`src/rtl/conv_tpg.sv`:
```
module conv_tpg #(
  parameter int W = 12
) (
  input  logic         clk,
  input  logic         rst_n,
  input  logic [3:0]   sel,
  input  logic [1:0]   user_mode,
  input  logic [W-1:0] user_word0,
  input  logic [W-1:0] user_word1,
  input  logic         pn_long_hold,
  input  logic         pn_short_hold,
  input  logic         twos_comp,
  input  logic [W-1:0] adc_data,
  output logic [W-1:0] dout,
  output logic         test_active
);
  localparam logic [W-1:0] ALT  = {(W/2){2'b10}};
  localparam logic [W-1:0] ONES = '1;
  localparam logic [W-1:0] MSB  = {1'b1, {(W-1){1'b0}}};
  localparam logic [W-1:0] SYNC = {{(W/2){1'b1}}, {(W/2){1'b0}}};
  localparam logic [W-1:0] MIX  = ALT ^ {{(W/2){1'b0}}, {(W/2){1'b1}}};

  logic         ph;
  logic [W-1:0] pn9;
  logic [22:0]  pn23;
  logic [5:0]   cfg_q;
  logic [1:0]   cnt, idx, cnt_nx;
  logic [W-1:0] word, fs_flip;
  logic         act;

  assign idx     = ({sel, user_mode} != cfg_q) ? 2'd0 : cnt;
  assign fs_flip = twos_comp ? MSB : '0;
  assign cnt_nx  = (user_mode == 2'b01) ? {1'b0, ~idx[0]} :
                   (idx == 2'd2) ? 2'd2 : idx + 2'd1;

  always_comb begin
    word = adc_data;
    act  = 1'b1;
    case (sel)
      4'h1: word = MSB ^ fs_flip;
      4'h2: word = ONES ^ fs_flip;
      4'h3: word = fs_flip;
      4'h4: word = ph ? ~ALT : ALT;
      4'h5: word = pn23[22 -: W];
      4'h6: word = pn9;
      4'h7: word = ph ? '0 : ONES;
      4'h8: begin
        case (user_mode)
          2'b00: word = user_word0;
          2'b01: word = idx[0] ? user_word1 : user_word0;
          2'b10: begin
            act = (idx == 2'd0);
            if (act) word = user_word0;
          end
          default: begin
            act = (idx != 2'd2);
            if (idx == 2'd0) word = user_word0;
            else if (idx == 2'd1) word = user_word1;
          end
        endcase
      end
      4'h9: word = ALT;
      4'hA: word = SYNC;
      4'hB: word = MSB;
      4'hC: word = ph ? ~MIX : MIX;
      default: act = 1'b0;
    endcase
  end

  always_ff @(posedge clk) begin
    if (!rst_n) begin
      ph          <= 1'b0;
      pn9         <= '1;
      pn23        <= '1;
      cfg_q       <= '0;
      cnt         <= '0;
      dout        <= '0;
      test_active <= 1'b0;
    end else begin
      ph          <= ~ph;
      pn9         <= pn_short_hold ? '1 : {pn9[W-2:0], pn9[8] ^ pn9[4]};
      pn23        <= pn_long_hold ? '1 : {pn23[21:0], pn23[22] ^ pn23[17]};
      cfg_q       <= {sel, user_mode};
      cnt         <= cnt_nx;
      dout        <= word;
      test_active <= act;
    end
  end
endmodule


```
`config.mk`:
```
export PLATFORM = sky130hd
export DESIGN_NAME = conv_tpg
export DESIGN_NICKNAME = d
export VERILOG_FILES = /design/src/rtl/conv_tpg.sv
export SDC_FILE = /design/constraint.sdc
export NUM_CORES = 1
export LEC_CHECK = 0
export ABC_AREA = 1
export BUFFER_PORTS_ARGS = -buffer_cell sky130_fd_sc_hd__buf_2
export CORE_MARGIN = 1.5
export CORE_UTILIZATION = 30
export DETAILED_ROUTE_END_ITERATION = 6
export SKIP_LAST_GASP = 1
export SYNTH_ARGS = -nofsm -noshare
export SYNTH_HDL_FRONTEND = slang
export SYNTH_SLANG_ARGS = --single-unit
```
`constraint.sdc`:
```
create_clock -name clk -period 2.98 [get_ports clk]
set_input_delay 0.596 -clock clk [delete_from_list [all_inputs] [get_ports clk]]
set_output_delay 0.596 -clock clk [all_outputs]
set_load 0.02 [all_outputs]
```
==> flow_summary_export.csv <==
group,metric,value,unit
sta,setup_violations,0,
worst_setup_path,critPathTopFamily,"simple AND/OR/NAND/NOR gates",
final_layout,diodes,0,
logic_synthesis,avgSynthCellArea,6.67,um^2
worst_setup_path,cp_max_fo,24,
sta,worst_pin_slew,0.858,ns
routing,firstDrtPassIters,5,
final_layout,multiInputGateArea,1730,um^2
logic_synthesis,netlist_top_cells_count,"114 x nand2_1, 79 x inv_1, 57 x dfxtp_1, 54 x nor2_1, 28 x o21ai_0",
clock_network,ctsResizeCount,0,
worst_setup_path,worstPathCellList,"buf_2 -> xor2_1 -> nor2_2 -> nand3_4 -> ha_1 -> inv_2 -> nor2_1 -> a31o_2 -> a21oi_1 -> nand2_1 -> a21oi_1",
clock_network,clock-sinks,57,
logic_synthesis,synth.distinct_cells,34,
flow_run,cap_violations,0,
worst_setup_path,crit_type,"input pin to register",
routing,vias,3340,
worst_setup_path,regToRegSetupSlack,0.62,ns
worst_setup_path,cp-start-kind,"input pin",
logic_synthesis,yosysTopAreaCell,"dfxtp_1",
worst_hold_path,hp-class,"register to register",
sta,final.setup_skew,0.00969,ns
place,dp.cells,678,
logic_synthesis,yosysMostFrequentCell,"nand2_1",
logic_synthesis,synth_area,3310,um^2
worst_setup_path,cp.required,3.23,ns
worst_setup_path,reg2reg_from,"cnt[0]",
clock_network,clk_pin_slew_worst_paths,0.07,ns
sta,period_needed,2.44,ns
floorplanning,initial_core_util,0.307,
sta,max_freq,0.410,GHz
routing,viasPerCell,4.82,
power_and_ir_drop,powerDensity,504,nW/um^2
place,port_buffers,59,
power_and_ir_drop,p_leak,2.10,nW
sta,rsz0062_at_grt,"no",
clock_network,clockRootBuffer,"clkbuf_8",
worst_hold_path,hold_path_end,"pn23[10]",
final_layout,fill_cells,1107,
worst_setup_path,max_stage_delay,0.33,ns
logic_synthesis,synthTopCellsByArea,"dfxtp_1 34%, nand2_1 13%, inv_1 9.0%",
floorplanning,core_area,10800,um^2
clock_network,cts_hold_buffers,0,
clock_network,cts_tree,"done",
global_route,antenna_found_initial,0,
logic_synthesis,synth-edff-count,0,
clock_network,numCtsBuffers,9,
worst_setup_path,arrival,2.68,ns
sta,tns,0,ns
final_layout,final_nets,599,
routing,ant_nets,0,
worst_setup_path,cp_common_cell,"a21oi_1",
global_route,grt_overflow,0,
outcome,outcome,"finished clean",
logic_synthesis,synth_cells,496,
floorplanning,dieArea,11700,um^2
worst_hold_path,hold_start,"pn23[9]",
routing,drt_iter0_markers,212,
sta,fin_crit_sh,0.818,
sta,hold_viol,0,
worst_setup_path,cp_slowest_cell,"inv_2",
worst_setup_path,rr_endpoint,"dout[0]",
logic_synthesis,synth-seq-area-share,0.345,
final_layout,regArea,1140,um^2
worst_setup_path,path_buf_inv,2,
clock_network,cts_buffer_depth,2,
routing,wl_per_cell,14.0,um
power_and_ir_drop,ir_drop,0.186,mV
global_route,grt_pass1_vias,3222,
clock_network,clock_latency,0.34,ns
logic_synthesis,synth_nets,546,
global_route,grt_max_degree,25,
worst_setup_path,cp-end-kind,"register",
logic_synthesis,async_flop_share,0,
floorplanning,dieHeight,108,um
floorplanning,die_w,108,um
sta,drv_slew,0,
global_route,grt_pass1_wl,15.7,mm
clock_network,postCtsSetupBuffers,0,
global_route,grt_util_all_layers,0.172,
clock_network,cts.htree.levels,3,
logic_synthesis,synth_warnings,0,
sta,relSlewSlack,0.427,
worst_setup_path,reg2regPathDepth,8,
floorplanning,row_count,38,
final_layout,drive_gt1_frac,0.242,
place,gp_congestion,0.852,
final_layout,stdcell_count,693,
logic_synthesis,synthFlopType,"dfxtp_1",
final_layout,synthToLayoutAreaGrowth,19.2,%
floorplanning,ios,60,
routing,wirelength,9.69,mm
logic_synthesis,ys_ff_latch,57,
place,dp.final_hpwl,6.85,mm
worst_hold_path,min_path_cells,2,
routing,drc,0,
logic_synthesis,synth_top_cell_area_share,0.345,
-- kinds of logic (layout without fill, tap and decap cells) --
kind of cell    after synthesis  count (layout)  synth area share
compound gates               82              82             0.154
xor+xnor                      5               5            0.0155
fa+ha+maj                     3               3            0.0113
buf+inv                     110             167             0.133
flops                        57              57             0.345
simple gates                239             239             0.342
-- cell usage in the layout, fill, tap and decap left out, drive strengths merged, types with 9 or more instances in the layout --
cell,synthesis,final
dfxtp,57,57
nor2,59,59
inv,86,86
o21ai,33,33
nor3,21,21
nand4,14,14
a31o,12,12
o22ai,9,9
clkbuf,15,9
buf,9,66
a21oi,25,25
nand3,19,19
nand2,124,124
-- worst max path at each step --
stage                 from      end  slack (ns)  cells after the start
finish              sel[0]  dout[0]        0.54                     11
global route        sel[0]  dout[0]        0.40                     11
CTS                 sel[3]  dout[0]        0.57                     12
detailed placement  sel[3]  dout[0]        0.23                     12
global placement    sel[2]  dout[0]        0.24                     12
floorplan           sel[3]  dout[6]        0.40                     14
-- per-stage QoR --
stage / hold slack (ns) / setup WS [ns] / utilization / total power [mW] / cell area [um^2]
after global placement: 0.390 / 0.245 / 0.344 / 1.14 / 3720
after global routing: 0.430 / 0.398 / 0.366 / 2.07 / 3950
after CTS: 0.407 / 0.572 / 0.366 / 2.01 / 3950
final: 0.402 / 0.543 / 0.366 / 1.99 / 3950
after floorplan: 0.387 / 0.397 / - / 1.02 / 3310
after detailed placement: 0.393 / 0.230 / 0.344 / 1.14 / 3720
-- per-layer routing --
layer	track usage	up-vias	wire [um]
li1	-	1673	-
met1	0.224	1540	4560
met2	0.283	118	4410
met3	0.0368	9	611
met4	0.0555	0	108
met5	0	-	0
-- sequential cells by signal, indices dropped and copies added, names as in the netlist --
name,flops
cfg_q,6
cnt,2
dout,12
ph,1
pn23,23
pn9,12
test_active,1
-- power by group --
group          switching [mW]  internal [mW]
registers              0.0134          0.788
clock network           0.318          0.548
logic                   0.210          0.115
-- tightest hold or removal path, stage by stage, from the launching register on --
cell,delay [ns]
dfxtp_1,0.30
inv_1,0.03
nand2_1,0.04
-- layout make-up --
cell class / count / area share
multi-input combinational: 329 / 0.438
sequential: 57 / 0.289
timing repair buffer: 66 / 0.0881
inverter: 86 / 0.0818
tap: 140 / 0.0444
clock buffer: 9 / 0.0314
clock inverter: 6 / 0.0273
(Power assumes the default switching activity.)
